[src/rtl/pipe_hz_pkg.sv]
package pipe_hz_pkg;
  localparam int OP_W  = 6;
  localparam int REG_W = 5;

  localparam logic [OP_W-1:0] OPC_RTYPE = 6'd0;
  localparam logic [OP_W-1:0] OPC_BEQ   = 6'd4;
  localparam logic [OP_W-1:0] OPC_ADDI  = 6'd8;
  localparam logic [OP_W-1:0] OPC_ORI   = 6'd13;
  localparam logic [OP_W-1:0] OPC_LW    = 6'd35;
  localparam logic [OP_W-1:0] OPC_SW    = 6'd43;

  localparam logic [OP_W-1:0] FN_SLL  = 6'd0;
  localparam logic [OP_W-1:0] FN_HALT = 6'd1;
  localparam logic [OP_W-1:0] FN_ADD  = 6'd32;
  localparam logic [OP_W-1:0] FN_SUB  = 6'd34;

  typedef enum logic [1:0] {
    FWD_RF  = 2'b00,
    FWD_EXM = 2'b01,
    FWD_MWB = 2'b10
  } fwd_sel_e;
endpackage

[src/rtl/hz_src_decode.sv]
module hz_src_decode
  import pipe_hz_pkg::*;
(
  input  logic [OP_W-1:0] op,
  input  logic [OP_W-1:0] funct,
  output logic            reads_rs,
  output logic            reads_rt
);
  always_comb begin
    reads_rs = 1'b0;
    reads_rt = 1'b0;
    case (op)
      OPC_RTYPE: begin
        case (funct)
          FN_ADD, FN_SUB: begin reads_rs = 1'b1; reads_rt = 1'b1; end
          FN_SLL:         reads_rt = 1'b1;
          default:        ; // halt and unknown functions read nothing
        endcase
      end
      OPC_SW, OPC_BEQ:            begin reads_rs = 1'b1; reads_rt = 1'b1; end
      OPC_ADDI, OPC_ORI, OPC_LW:  reads_rs = 1'b1;
      default: ;
    endcase
  end
endmodule

[src/rtl/hz_fwd_sel.sv]
module hz_fwd_sel
  import pipe_hz_pkg::*;
#(
  parameter int RW = REG_W
) (
  input  logic          clk,
  input  logic          rst,
  input  logic [RW-1:0] src,
  input  logic          src_used,
  input  logic          exm_rw,
  input  logic [RW-1:0] exm_w,
  input  logic          mwb_rw,
  input  logic [RW-1:0] mwb_w,
  output fwd_sel_e      sel
);
  logic hit_exm, hit_mwb;

  assign hit_exm = src_used && exm_rw && (exm_w != '0) && (exm_w == src);
  assign hit_mwb = src_used && mwb_rw && (mwb_w != '0) && (mwb_w == src);

  always_comb begin
    if (hit_exm)      sel = FWD_EXM;
    else if (hit_mwb) sel = FWD_MWB;
    else              sel = FWD_RF;
  end

  // the nearer stage wins when both match
  p_near_wins_r3: assert property (@(posedge clk) disable iff (rst)
    (hit_exm && hit_mwb) |-> (sel == FWD_EXM));
  // register 0 is never forwarded
  p_zero_src_r4: assert property (@(posedge clk) disable iff (rst)
    (src == '0) |-> (sel == FWD_RF));
  // an unread field never selects a forward path
  p_unread_r5: assert property (@(posedge clk) disable iff (rst)
    !src_used |-> (sel == FWD_RF));
endmodule

[src/rtl/hz_stall_ctl.sv]
module hz_stall_ctl
  import pipe_hz_pkg::*;
#(
  parameter int RW = REG_W
) (
  input  logic          clk,
  input  logic          rst,
  input  logic [RW-1:0] id_rs,
  input  logic [RW-1:0] id_rt,
  input  logic          id_rd_rs,
  input  logic          id_rd_rt,
  input  logic          ex_memread,
  input  logic [RW-1:0] ex_wreg,
  input  logic          id_pred_taken,
  input  logic          ex_mispredict,
  output logic          stall_lu,
  output logic          pc_hold,
  output logic          ifid_hold,
  output logic          ifid_clear,
  output logic          idex_clear
);
  logic dep_rs, dep_rt, ld_dep;

  assign dep_rs = id_rd_rs && (id_rs == ex_wreg);
  assign dep_rt = id_rd_rt && (id_rt == ex_wreg);
  assign ld_dep = ex_memread && (ex_wreg != '0) && (dep_rs || dep_rt);

  always_comb begin
    stall_lu   = ld_dep && !ex_mispredict;
    pc_hold    = stall_lu;
    ifid_hold  = stall_lu;
    idex_clear = stall_lu || ex_mispredict;
    ifid_clear = ex_mispredict || (id_pred_taken && !stall_lu);
  end

  // a stall freezes the front end and bubbles decode/execute
  p_stall_freeze_r6: assert property (@(posedge clk) disable iff (rst)
    stall_lu |-> (pc_hold && ifid_hold && idex_clear));
  // only a load in execute can stall
  p_load_only_r7: assert property (@(posedge clk) disable iff (rst)
    !ex_memread |-> (!stall_lu && !pc_hold));
  // a decode-stage redirect clears only fetch/decode
  p_pred_front_r8: assert property (@(posedge clk) disable iff (rst)
    (id_pred_taken && !ex_mispredict && !ld_dep) |-> (ifid_clear && !idex_clear && !pc_hold));
  // a mispredict beats a stall
  p_flush_first_r9: assert property (@(posedge clk) disable iff (rst)
    ex_mispredict |-> (ifid_clear && idex_clear && !pc_hold && !ifid_hold));
  // a stalled decode stage keeps its instruction
  p_stall_keeps_r10: assert property (@(posedge clk) disable iff (rst)
    stall_lu |-> !ifid_clear);
endmodule

[src/rtl/pipe_hazard_ctl.sv]
module pipe_hazard_ctl
  import pipe_hz_pkg::*;
#(
  parameter int OW = OP_W,
  parameter int RW = REG_W
) (
  input  logic          clk,
  input  logic          rst,
  input  logic [OW-1:0] id_op,
  input  logic [OW-1:0] id_funct,
  input  logic [RW-1:0] id_rs,
  input  logic [RW-1:0] id_rt,
  input  logic [OW-1:0] ex_op,
  input  logic [OW-1:0] ex_funct,
  input  logic [RW-1:0] ex_rs,
  input  logic [RW-1:0] ex_rt,
  input  logic          ex_memread,
  input  logic [RW-1:0] ex_wreg,
  input  logic          exm_regwrite,
  input  logic [RW-1:0] exm_wreg,
  input  logic          mwb_regwrite,
  input  logic [RW-1:0] mwb_wreg,
  input  logic          id_pred_taken,
  input  logic          ex_mispredict,
  output logic [1:0]    fwd_a,
  output logic [1:0]    fwd_b,
  output logic          stall_lu,
  output logic          pc_hold,
  output logic          ifid_hold,
  output logic          ifid_clear,
  output logic          idex_clear
);
  localparam int NSRC = 2;

  logic id_rd_rs, id_rd_rt, ex_rd_rs, ex_rd_rt;
  logic [NSRC-1:0][RW-1:0] ex_src;
  logic [NSRC-1:0]         ex_used;
  fwd_sel_e                sel [NSRC];

  hz_src_decode u_dec_id (.op(id_op), .funct(id_funct), .reads_rs(id_rd_rs), .reads_rt(id_rd_rt));
  hz_src_decode u_dec_ex (.op(ex_op), .funct(ex_funct), .reads_rs(ex_rd_rs), .reads_rt(ex_rd_rt));

  assign ex_src  = {ex_rt, ex_rs};
  assign ex_used = {ex_rd_rt, ex_rd_rs};

  for (genvar g = 0; g < NSRC; g++) begin : g_opnd
    hz_fwd_sel #(.RW(RW)) u_fwd (
      .clk(clk), .rst(rst),
      .src(ex_src[g]), .src_used(ex_used[g]),
      .exm_rw(exm_regwrite), .exm_w(exm_wreg),
      .mwb_rw(mwb_regwrite), .mwb_w(mwb_wreg),
      .sel(sel[g])
    );
  end

  assign fwd_a = sel[0];
  assign fwd_b = sel[1];

  hz_stall_ctl #(.RW(RW)) u_stall (
    .clk(clk), .rst(rst),
    .id_rs(id_rs), .id_rt(id_rt), .id_rd_rs(id_rd_rs), .id_rd_rt(id_rd_rt),
    .ex_memread(ex_memread), .ex_wreg(ex_wreg),
    .id_pred_taken(id_pred_taken), .ex_mispredict(ex_mispredict),
    .stall_lu(stall_lu), .pc_hold(pc_hold), .ifid_hold(ifid_hold),
    .ifid_clear(ifid_clear), .idex_clear(idex_clear)
  );

  // the execute/memory path is chosen only for a writing stage
  p_exm_needs_write_r1: assert property (@(posedge clk) disable iff (rst)
    (fwd_a == 2'b01 || fwd_b == 2'b01) |-> (exm_regwrite && exm_wreg != '0));
  // the memory/writeback path is chosen only for a writing stage
  p_mwb_needs_write_r2: assert property (@(posedge clk) disable iff (rst)
    (fwd_a == 2'b10 || fwd_b == 2'b10) |-> (mwb_regwrite && mwb_wreg != '0));
  // destination register 0 never causes a stall
  p_zero_dest_r4: assert property (@(posedge clk) disable iff (rst)
    (ex_wreg == '0) |-> !stall_lu);
endmodule

[config.mk]
export PLATFORM = sky130hd
export DESIGN_NAME = pipe_hazard_ctl
export DESIGN_NICKNAME = d
export VERILOG_FILES = /design/src/rtl/pipe_hz_pkg.sv /design/src/rtl/hz_src_decode.sv /design/src/rtl/hz_fwd_sel.sv /design/src/rtl/hz_stall_ctl.sv /design/src/rtl/pipe_hazard_ctl.sv
export SDC_FILE = /design/constraint.sdc
export NUM_CORES = 1
export LEC_CHECK = 0
export BUFFER_PORTS_ARGS = -buffer_cell sky130_fd_sc_hd__buf_4
export CORE_ASPECT_RATIO = 1.2
export CORE_MARGIN = 8
export CORE_UTILIZATION = 37
export DETAILED_ROUTE_END_ITERATION = 8
export PLACE_DENSITY = 0.89
export SYNTH_ARGS = -nofsm -noshare
export SYNTH_HDL_FRONTEND = slang
export SYNTH_SLANG_ARGS = --single-unit
[constraint.sdc]
create_clock -name vclk -period 1.4
set_input_delay 0 -clock vclk [all_inputs]
set_output_delay 0 -clock vclk [all_outputs]
set_load 0.03 [all_outputs]
# Word level (Yosys, flattened, before mapping)
# Index checks and enable logic that the tools add are counted.
[word_totals]
mem_bits_ro = 0
register_bits = 0
memories = 0
elab_cells = 70
latch_bits = 0
ramBits = 0
[op_classes]
eq_ne = 20
div_mod_pow = 0
n_mux = 12
reduce_logical = 38
n_addsub = 0
n_mul = 0
n_lt_le_gt_ge = 0
n_shift = 0
n_bitwise = 0
[op_table]
columns = ["operator", "count"]
rows = [
  ["$eq A6 B6 Y1 const B", 8],
  ["$eq A5 B5 Y1", 6],
  ["$eq A6 B4 Y1 const B", 4],
  ["$logic_not A6 Y1", 4],
  ["$logic_and A1 B1 Y1", 18],
  ["$reduce_bool A5 Y1", 3],
  ["$eq A6 B3 Y1 const B", 2],
  ["$reduce_or A5 Y1", 2],
  ["$mux W2", 4],
  ["$pmux W1 S2", 4],
  ["$reduce_or A2 Y1", 4],
  ["$reduce_or A3 Y1", 2],
  ["$mux W1", 4],
  ["$logic_or A1 B1 Y1", 3],
  ["$logic_not A1 Y1", 2],
]

# Longest topological paths before layout
# Gate-level depths: netlist of run 1.
[logic_depth]
word_depth = 11
mapped_depth = 6

# Modules after synthesis
# A second synthesis of run 1 with hierarchy kept.
[unflattened]
cells_unflattened = 92
hier_area_um2 = 723.2
[by_module_without_submodules]
columns = ["module", "cells_per_inst", "n_inst", "area_per_inst_um2", "seq_area_each_um2"]
rows = [
  ["hz_fwd_sel", 20, 2, 165.2, 0.0],
  ["hz_src_decode", 15, 2, 106.4, 0.0],
  ["hz_stall_ctl", 22, 1, 180.2, 0.0],
]

# Worst setup path after synthesis of run 1
# Ideal clock, no wire load.
[synth_timing]
path_kind = "input to output"
start = "input id_funct[0]"
end = "output pc_hold"
t_arrival_ns = 1.938
stages = 6
setup_slack_ns = -0.538
cell_sequence = "nor4_2 -> nand3_2 -> a2111oi_4 -> a21oi_2 -> nor3_1 -> buf_4"
[synth_via]
elab_chain_len = 8
elab_cells_between_ends = 14
[synth_lines]
columns = ["element", "line_no", "rtl"]
rows = [
  ["start: declaration", "pipe_hazard_ctl.sv:10", "input logic [OW-1:0] id_funct,"],
  ["$eq A6 B6 Y1 / $logic_not A6 Y1 (equally long branches)", "hz_src_decode.sv:14", "case (funct)"],
  ["$reduce_or A3 Y1 (no source line) / $reduce_or A2 Y1 (equally long branches)", "--", ""],
  ["$mux W1", "hz_src_decode.sv:14", ""],
  ["$pmux W1 S2", "hz_src_decode.sv:12", "case (op)"],
  ["$logic_and A1 B1 Y1 (on tied branches)", "hz_stall_ctl.sv:25, hz_stall_ctl.sv:24", ""],
  ["$logic_or A1 B1 Y1 *", "hz_stall_ctl.sv:26", "assign ld_dep = ex_memread && (ex_wreg != '0) && (dep_rs || dep_rt);"],
  ["$logic_and A1 B1 Y1 *", "hz_stall_ctl.sv:26", ""],
  ["$logic_and A1 B1 Y1 *", "hz_stall_ctl.sv:29", "stall_lu = ld_dep && !ex_mispredict;"],
  ["end: declaration", "pipe_hazard_ctl.sv:28", "output logic pc_hold,"],
]
# Mark *: on every way between the ends. The rest lies on a longest branch, timed or not.

# Worst setup path in the final report of run 1
[layout_timing]
start = "input id_op[1]"
end = "output pc_hold"
[layout_via]
elab_chain_len = 7
elab_cells_between_ends = 15
[layout_lines]
columns = ["element", "line_no", "rtl"]
rows = [
  ["start: declaration", "pipe_hazard_ctl.sv:9", "input logic [OW-1:0] id_op,"],
  ["$eq A6 B4 Y1, or another cell as far along", "hz_src_decode.sv:12", ""],
  ["$reduce_or A5 Y1 (no source line) / $reduce_or A2 Y1 (equally long branches)", "--", ""],
  ["$pmux W1 S2", "hz_src_decode.sv:12", ""],
  ["$logic_and A1 B1 Y1 (on tied branches)", "hz_stall_ctl.sv:24, hz_stall_ctl.sv:25", ""],
  ["$logic_or A1 B1 Y1 *", "hz_stall_ctl.sv:26", ""],
  ["$logic_and A1 B1 Y1 *", "hz_stall_ctl.sv:26", ""],
  ["$logic_and A1 B1 Y1 *", "hz_stall_ctl.sv:29", ""],
]
# Marked as above.

==> metrics.md, run 1 <==
| Metric | Value |
|---|---|
| Outcome | finished, violations left |
| Failing checks | negative setup slack |
| I/O pin count | 75 |
| Critical path depth | 7 |
| Share of layout cells above drive strength 1 | 55.83% |
| Routed wire length | 2.905 mm |
| Vias in the first global route | ~1100 |
| Main area contributors after synthesis | xnor2_1, xor2_1, nand3_1 |
| Setup CP Type | input port to primary output |
| Design area | between 1000 and 1500 µm² |
| All-Layer GR Usage | 15.24% |
| Slowest CP cell | a2111oi_4 |
| Most frequent cells in the layout | buf_4, xnor2_1, xor2_1 |
| Total die area | approximately 3600 µm² |
| Drt wl/cell | 15.96 µm |
| Die height | approximately 64 µm |
| CP cell instances | buf_8 -> nor4_4 -> nand3_2 -> a2111oi_4 -> a21oi_2 -> nor3_4 -> buf_4 |
| CP Capture Type | primary output |
| Initial core utilization | 38.89% |
| Area grow syn2layout | 93.06% |
| Crit-path max FO | 3 |
| Worst-Margin Slew | 0.5311 ns |
| Placer Congestion | 0.8153 |
| Hold Crit Endpoint | stall_lu |
| DRT iter0 DRCs | 19 |
| Seq_cells | 0 |
| Fin crit period | 1.434 ns |
| Register area share after synthesis | 0% |
| Core Footprint | 1808 µm² |
| Router iterations before antenna repair | 4 |
| CLK BUF | 0 |
| Worst Hold Depth | 3 |
| RSZ-0062 raised after global routing | true |
| Number of setup violations in the final report | 3 |
| F_max | around 0.70 GHz |
| Width of the die | ~56 µm |
| CP Data Required Time | 1.40 ns |
| Commonest non-fill, non-tap cell in the layout | buf_4 |
| Startpoint Class | input port |
| Cell taking the most area after synthesis | xnor2_1 |
| Crit path largest cell delay | 0.38 ns |
| Final #Nets | 231 |
| Synth cell types | 35 |
| Post-detail-place hpwl | 2.661 mm |
| Filler Cell Count | about 120 |
| Cell family with most CP delay | simple AND/OR/NAND/NOR gates |
| Syn. warnings | 0 |
| Critical path buffer and inverter count | 2 |
| Diodes inserted | 0 |
| Slew Limit Fails | 0 |
| Syn_nets | 154 |
| Worst hold start | ex_mispredict |
| Slew HR | between 60% and 70% |
| Synth Cell Area | 703.2 µm² |
| Drt drc | 0 |
| Data arrival, critical path | 1.43 ns |
| Mapped Cells | 88 |
| Yosys top cell area share | 28.65% |
| Setup WS post-layout | -0.03375 ns |
| Vias per std cell | 5.324 |
| Dpl cell area | 1311 µm² |
| First-pass GRT wire length | 4.747 mm |
| Final ANT Viol Nets | 0 |
| Maxcap violations | 0 |
| Cts hold-fix bufs | 0 |
| Largest net degree at the start of global routing | 6 |
| FP Rows | 17 |
| Hold Fails Final Rpt | 0 |
| Port Buffers | 73 |
| Period utilisation layout | 102.4% |
| Dpl ws | -0.04942 ns |
| Initial antenna violation count | 0 |
| WHS | 0.2849 ns |
| Gr ovfl total | 0 |
| Vias | 969 |
| Pwr Density | 265.3 nW/µm² |
| Peak supply drop | 0.0001567 V |
| HP Class | input port to primary output |
| Syn Area/Cell | 7.991 µm² |
| Storage cell area | 0 µm² |
| Pleak | between 0.0005 and 0.0006 µW |
where the power goes:
| group | internal (µW) | switching [µW] |
|---|---|---|
| clock | 0 | 0 |
| combinational | 215 | 145 |
| sequential | 0 | 0 |
cells in the mapped netlist, drive strengths merged (2+ instances only):
| library cell | number |
|---|---|
| xnor2 | 23 |
| xor2 | 9 |
| nand3 | 7 |
| nor4 | 6 |
| o21ai | 5 |
| buf | 4 |
| or4 | 4 |
| a21oi | 3 |
| nor3 | 3 |
| a21o | 2 |
| nand4 | 2 |
| nor2 | 2 |
| nor4b | 2 |
cells by family (layout without fill, tap and decap cells):
group,after synthesis,after routing,share of synthesized area (%)
AOI/OAI and AO/OA,17,17,19.40
xor gates and xnor gates,32,32,39.86
buffers and inverters,5,80,4.804
and+or+nand+nor,34,34,35.94
final cells by class:
| class | count | area (µm²) | share of cell area, % |
|---|---|---|---|
| Multi-Input combinational cell | 83 | 714.4 | 52.63 |
| Inverter | 1 | 3.754 | 0.2765 |
| Timing Repair Buffer | 79 | 615.6 | 45.35 |
| Tap cell | 19 | 23.77 | 1.751 |
worst max path at each step:
stage | end | startpoint | slack (ns)
finish | pc_hold | id_op[1] | -0.03
global route | pc_hold | id_op[1] | -0.13
CTS | pc_hold | id_op[1] | -0.05
detailed placement | pc_hold | id_op[1] | -0.05
global placement | ifid_clear | id_op[1] | 0.004
floorplan | pc_hold | id_op[1] | -0.04
timing repair:
| item | 4_1_cts | 5_1_grt |
|---|---|---|
| cloned | 0 | 0 |
| setup buffers | 0 | 1 |
| setup endpoints to repair | 5 | 8 |
| pin swaps | 0 | 1 |
| endpoints found under the hold margin | 0 | 0 |
| gates resized for setup | 4 | 6 |
per-layer routing:
layer	vias to the layer above	GRT usage (%)	share of wire, %
li1	480	-	-
met3	0	4.743	10
met2	49	33.01	58
met1	440	13.74	32
met4	0	0	0
met5	-	0	0
through the flow:
| step | total power [µW] | TNS [ns] | utilization (%) | std cells |
|---|---|---|---|---|
| after floorplan | 130.2 | -0.04240 | - | 88 |
| after global placement | 338.4 | 0 | 72.53 | 181 |
| after detailed placement | 351.1 | -0.1839 | 72.53 | 181 |
| after CTS | 354.8 | -0.1169 | 73.36 | 181 |
| after global routing | 388.9 | -0.5085 | 75.09 | 182 |
| final | 360.1 | -0.06685 | 75.09 | 182 |
No activity file was read; power rests on OpenSTA's default activity.
==> run 2: changes to the inputs <==
--- a/config.mk
+++ b/config.mk
@@ -11,6 +11,7 @@
 export CORE_UTILIZATION = 37
 export DETAILED_ROUTE_END_ITERATION = 8
 export PLACE_DENSITY = 0.89
+export SETUP_SLACK_MARGIN = 0.02
 export SYNTH_ARGS = -nofsm -noshare
 export SYNTH_HDL_FRONTEND = slang
 export SYNTH_SLANG_ARGS = --single-unit
==> run 2 against run 1 <==
  * The flow still finishes with violations (negative setup slack)
  * Maximum frequency decreased by 0.15%
  * Largest power group unchanged
  * Final area up 1.2%
  * Die area unchanged
  * Count of clock-buffer cells in the layout unchanged
  * Critical path type unchanged
  * Sequential cell count unchanged
==> metrics.md, run 2 (same netlist as run 1, synthesis figures left out) <==
| Metric | Value |
|---|---|
| Data arrival, critical path | 1.44 ns |
| Setup CP Type | input port to primary output |
| Switching power share of the total | 40.77% |
| Period utilisation layout | 102.6% |
| Flop pwr share | 0% |
| Pleak | roughly 0.00058 µW |
| Crit path largest cell delay | ~0.38 ns |
| Total die area | 3557 µm² |
| Core Footprint | 1808 µm² |
| Clock share of power | 0% |
| Setup WS post-layout | -0.03587 ns |
| Outcome | finished, violations left |
| Initial antenna violation count | 0 |
| DRT iter0 DRCs | 17 |
| Crit path to | pc_hold |
| Tot Pwr | 365.1 µW |
| Slowest CP cell | a2111oi_4 |
| Gr ovfl total | 0 |
| Routed wire length | 2.912 mm |
| Largest net degree at the start of global routing | 6 |
| Startpoint Class | input port |
| Share of layout cells above drive strength 1 | between 50 and 60% |
| Port Buffers | 73 |
| CLK BUF | 0 |
| Die height | 63.76 µm |
| Hold Fails Final Rpt | 0 |
| Switching pwr | ~150 µW |
| Placer Congestion | 0.8153 |
| Met3 Resource Use GR | around 4.7% |
| FP Rows | 17 |
| Area grow syn2layout | 95.37% |
| Initial core utilization | around two fifths |
| Diodes inserted | 0 |
| Post-detail-place hpwl | between 2 and 3 mm |
| Slew HR | 76.03% |
| Crit-path max FO | 3 |
| CP Capture Type | primary output |
| Met1 usage | a little over an eighth |
| Storage cell area | 0 µm² |
| Fin crit period | 1.436 ns |
| Vias in the first global route | 1093 |
| Failing checks | negative setup slack |
| Maxcap violations | 0 |
| RSZ-0062 raised after global routing | true |
| First-pass GRT wire length | 4.747 mm |
| Final ANT Viol Nets | 0 |
| CP Data Required Time | 1.40 ns |
| Final setup TNS | -0.07408 ns |
| Commonest non-fill, non-tap cell in the layout | buf_4 |
| Width of the die | 55.80 µm |
| Final #Nets | 231 |
| F_max | 0.6964 GHz |
| All-Layer GR Usage | 15.24% |
| Vias | 966 |
| GR Util met2 | approximately 33% |
| I/O pin count | 75 |
| Combinational power share | 100.0% |
| Setup crit start | id_op[1] |
| Drt wl/cell | 16.00 µm |
| HP Class | input port to primary output |
| Critical path depth | 7 |
| Pwr Density | 265.7 nW/µm² |
| Seq_cells | 0 |
| Peak supply drop | 0.0001603 V |
| Worst-Margin Slew | 0.3566 ns |
| Grt peak-use layer | met2 |
| Cts hold-fix bufs | 0 |
| Router iterations before antenna repair | 5 |
| Vias per std cell | 5.308 |
| Most frequent cells in the layout | buf_4, xnor2_1, xor2_1 |
| Cell family with most CP delay | simple AND/OR/NAND/NOR gates |
| Critical path buffer and inverter count | 2 |
| CP cell instances | buf_8 -> nor4_4 -> nand3_2 -> a2111oi_4 -> a21oi_2 -> nor3_4 -> buf_4 |
| Slew Limit Fails | 0 |
| Internal power | 216.2 µW |
| Number of setup violations in the final report | 3 |
| Drt drc | 0 |
[run 2: cell count changes in the layout (fill, tap and decap cells not counted)]
cell | before | now
nor4_2 | 1 | 3
or4_1 | 4 | 3
nor4_1 | 3 | 1
or4_4 | 0 | 1
[run 2: layout make-up]
| cell class | instances | area (µm²) |
|---|---|---|
| Timing Repair Buffer | 79 | 615.6 |
| Multi-Input combinational cell | 83 | 730.7 |
| Tap cell | 19 | 23.77 |
| Inverter | 1 | 3.754 |
| Fill cell | 121 | 434.2 |
[run 2: timing repair]
item / 4_1_cts / 5_1_grt
resized for setup: 4 / 9
setup endpoints to repair: 5 / 8
setup buffers: 0 / 1
pin swaps: 0 / 1
hold endpoints to repair: 0 / 0
[run 2: routing by layer]
metal  vias up  wire length (µm)
li1        481                 -
met1       436               920
met2        49              1683
met3         0               307
met4         0                 0
met5         -                 0
[run 2: tightest hold or removal path, stage by stage]
cell and delay (ns):
buf_4 0.11, nor3_4 0.05, buf_6 0.13
[run 2: power groups by stage]
| stage | registers, µW | clock network (µW) | logic [µW] |
|---|---|---|---|
| after floorplan | 0 | 0 | 130 |
| after global placement | 0 | 0 | 338 |
| after detailed placement | 0 | 0 | 351 |
| after CTS | 0 | 0 | 355 |
| after global routing | 0 | 0 | 394 |
| final | 0 | 0 | 365 |
[run 2: worst min-delay path by stage]
stage | start | to | slack (ns) | depth (start not counted)
floorplan | ex_mispredict | ifid_hold | 0.05 | 1
global placement | ex_mispredict | pc_hold | 0.30 | 3
detailed placement | ex_mispredict | ifid_hold | 0.31 | 3
CTS | ex_mispredict | stall_lu | 0.28 | 3
global route | ex_mispredict | stall_lu | 0.30 | 3
finish | ex_mispredict | stall_lu | 0.28 | 3
[run 2: metrics by stage]
step / cells / setup slack [ns] / hold WS, ns / util, % / cell area, µm²
6_report: 182 / -0.03587 / 0.2849 / 75.99 / 1374
2_1_floorplan: 88 / -0.04240 / 0.05100 / - / 735.7
3_5_place_dp: 181 / -0.04942 / 0.3104 / 72.53 / 1311
5_1_grt: 182 / -0.1324 / 0.2962 / 75.99 / 1374
4_1_cts: 181 / -0.05118 / 0.2837 / 73.36 / 1326
3_3_place_gp: 181 / 0.004008 / 0.2997 / 72.53 / 1311
==> run 3: changes to the inputs <==
==> constraint.sdc (replaced) <==
create_clock -name vclk -period 1.4
set_input_delay 0.28 -clock vclk [all_inputs]
set_output_delay 0.28 -clock vclk [all_outputs]
set_load 0.03 [all_outputs]
==> run 3 against run 2 <==
  * The run now fails in global routing (5_1_grt)
  * Synthesized area is the same
  * Synthesized cell count is the same
==> metrics.md, run 3 <==
| Metric | Value |
|---|---|
| Outcome | stopped before the end |
| Last step reached | global routing (5_1_grt) |
| Error msg | [ERROR DPL-0033] detailed placement checks failed during check placement. |
| Post-detail-place hpwl | 3.192 mm |
| Yosys top cell area share | 28.65% |
| Initial core utilization | between 30% and 40% |
| Xor/xnor share of the synthesized area | roughly two fifths |
| Simple-Gate Fraction of Synth Area | 35.94% |
| Mux cell area share after synthesis | 0% |
| Synth cell types | 35 |
| Main area contributors after synthesis | xnor2_1, xor2_1, nand3_1 |
| Register area share after synthesis | 0% |
| Top-count cell post-synth | xnor2_1 |
| Worst End Pin Type | output port |
| Die height | 63.76 µm |
| Worst EP post-GRT repair | pc_hold |
| Cell taking the most area after synthesis | xnor2_1 |
| Compound-gate portion of the synthesized area | 19.40% |
| Dpl cell area | 1569 µm² |
| Synth Area in Adders | 0% |
| Mapped Cells | 88 |
| Largest family of logic cells by synthesized area | XOR/XNOR gates |
| Syn. warnings | 0 |
| I/O pin count | 75 |
| Syn Area/Cell | 7.991 µm² |
| Port Buffers | between 70 and 80 |
| Syn_nets | 154 |
| Width of the die | around 56 µm |
| Synth Cell Area | 703.2 µm² |
| Cells after DPL | 204 |
| Cts hold-fix bufs | 0 |
| Largest net degree at the start of global routing | 5 |
| Dpl ws | -0.6317 ns |
| FP Rows | 17 |
| Top cells by count, synth | xnor2_1, xor2_1, nand3_1 |
| Placer Congestion | 0.7769 |
| Initial antenna violation count | 0 |
## run 3: cell counts after synthesis
No cell type changed its count.
## run 3: cells by family after synthesis
logic type                Yosys count
and+or+nand+nor                    34
buffers and inverters               5
AOI/OAI and AO/OA                  17
xor gates and xnor gates           32
## run 3: timing repair
| action | CTS |
|---|---|
| setup buffers | 2 |
| endpoints found under the setup margin | 9 |
| pin swaps | 15 |
| resized for setup | 31 |
| endpoints found under the hold margin | 0 |
## run 3: per-stage QoR
step | util [%] | hold WS [ns]
floorplan | - | 0.6110
global placement | 86.78 | 0.8635
detailed placement | 86.78 | 0.8680
CTS | 95.99 | 0.8417
==> run 4: changes to the inputs <==
--- a/config.mk
+++ b/config.mk
@@ -6,12 +6,10 @@
 export NUM_CORES = 1
 export LEC_CHECK = 0
 export BUFFER_PORTS_ARGS = -buffer_cell sky130_fd_sc_hd__buf_4
-export CORE_ASPECT_RATIO = 1.2
-export CORE_MARGIN = 8
-export CORE_UTILIZATION = 37
+export CORE_AREA = 8 8 69 71
 export DETAILED_ROUTE_END_ITERATION = 8
-export PLACE_DENSITY = 0.89
-export SETUP_SLACK_MARGIN = 0.02
+export DIE_AREA = 0 0 77 79
+export PLACE_DENSITY_LB_ADDON = 0.15
 export SYNTH_ARGS = -nofsm -noshare
 export SYNTH_HDL_FRONTEND = slang
 export SYNTH_SLANG_ARGS = --single-unit
==> run 4 against run 3 <==
  * The flow now finishes, with violations (negative setup slack)
==> metrics.md, run 4 (same netlist as run 1, synthesis figures left out) <==
| Metric | Value |
|---|---|
| HP Class | input port to primary output |
| Share of layout cells above drive strength 1 | 71.51% |
| Non-filler instance count after layout | 236 |
| CLK BUF | 0 |
| Width of the die | 77 µm |
| Outcome | finished, violations left |
| Fin util | 46.81% |
| Port Buffers | 73 |
| Hold Fails Final Rpt | 0 |
| I/O pin count | 75 |
| Die height | between 70 and 80 µm |
| Router iterations before antenna repair | 4 |
| Drt wl/cell | 13.98 µm |
| Vias in the first global route | approximately 1200 |
| Gr ovfl total | 0 |
| FP Rows | 23 |
| Total die area | 6083 µm² |
| Setup CP Type | input port to primary output |
| F_max | 0.5019 GHz |
| CP Data Required Time | 1.12 ns |
| Area grow syn2layout | 152.8% |
| RSZ-0062 raised after global routing | true |
| Failing checks | negative setup slack |
| CP Capture Type | primary output |
| Routed wire length | 3.299 mm |
| Vias per std cell | 4.411 |
| Storage cell area | 0 µm² |
| Vias | around 1000 |
| First-pass GRT wire length | 5.402 mm |
| Slew Limit Fails | 0 |
| Most frequent cells in the layout | buf_4, xnor2_1, buf_6 |
| Slew HR | 78.93% |
| Final #Nets | around 250 |
| Number of setup violations in the final report | 9 |
| All-Layer GR Usage | approximately a tenth |
| Maxcap violations | 0 |
| Pleak | 0.0007569 µW |
| Post-detail-place hpwl | 2.978 mm |
| Placer Congestion | 0.8070 |
| Setup crit start | id_op[5] |
| DRT iter0 DRCs | 14 |
| Pwr Density | 263.9 nW/µm² |
| Largest net degree at the start of global routing | 6 |
| Drt drc | 0 |
| WHS | 0.8437 ns |
| Seq_cells | 0 |
| Initial antenna violation count | 0 |
| Core Footprint | about 3800 µm² |
| Fin crit period | 1.993 ns |
| Crit-path max FO | 4 |
| Period utilisation layout | 142.3% |
| Initial core utilization | a little under a fifth |
| Diodes inserted | 0 |
| Final setup TNS | -4.409 ns |
| Worst-Margin Slew | between 0.3 and 0.4 ns |
| Cts hold-fix bufs | 0 |
| Worst hold start | ex_mispredict |
| Commonest non-fill, non-tap cell in the layout | buf_4 |
| Dpl ws | -0.6330 ns |
| Cells after DPL | 233 |
| Data arrival, critical path | roughly 1.7 ns |
| Startpoint Class | input port |
| Final ANT Viol Nets | 0 |
| Worst Hold Depth | 3 |
| Peak supply drop | 0.0001242 V |
| Setup WS post-layout | -0.5926 ns |
==> run 4: report_power, final <==
group | total, µW | internal [µW] | switching [µW] | leakage, µW
clock | 0 | 0 | 0 | 0
combinational | 469 | 280 | 190 | 0.000757
sequential | 0 | 0 | 0 | 0
total | 469 | 280 | 190 | 0.000757
==> run 4: layout make-up <==
cell class                 count  area (µm²)
fill                         398        2021
tap                           50       62.56
inverter                       1       3.754
multi-input combinational     83       874.6
timing repair buffer         102       837.1
==> run 4: worst max-delay path, cell delays in order <==
cell and delay, ns:
buf_8 0.10, nor4_4 0.34, a32oi_2 0.12, a2111oi_4 0.38, a21oi_2 0.10, nor3_4 0.19, buf_4 0.20
==> run 4: worst paths after layout <==
path | slack, ns | endpoint
max | -0.59 | pc_hold
min | 0.84 | ifid_hold
==> run 4: stage by stage <==
step	total power [µW]	instance area, µm²
floorplan	148.6	824.5
global placement	413.3	1593
detailed placement	423.8	1593
CTS	453.9	1713
global route	505.5	1778
finish	469.2	1778
==> run 4: what timing repair did <==
action | 4_1_cts | 5_1_grt
pin swaps | 13 | 6
gates cloned | 0 | 0
resized for setup | 22 | 12
setup buffers | 2 | 1
setup endpoints to repair | 9 | 9
==> run 4: per-layer routing <==
layer | routed length [µm] | global-route usage, % | vias up
li1 | - | - | 529
met1 | 1148 | 10.39 | 473
met2 | 1931 | 22.01 | 37
met3 | 203 | 1.919 | 2
met4 | 15 | 0 | 0
met5 | 0 | 0 | -
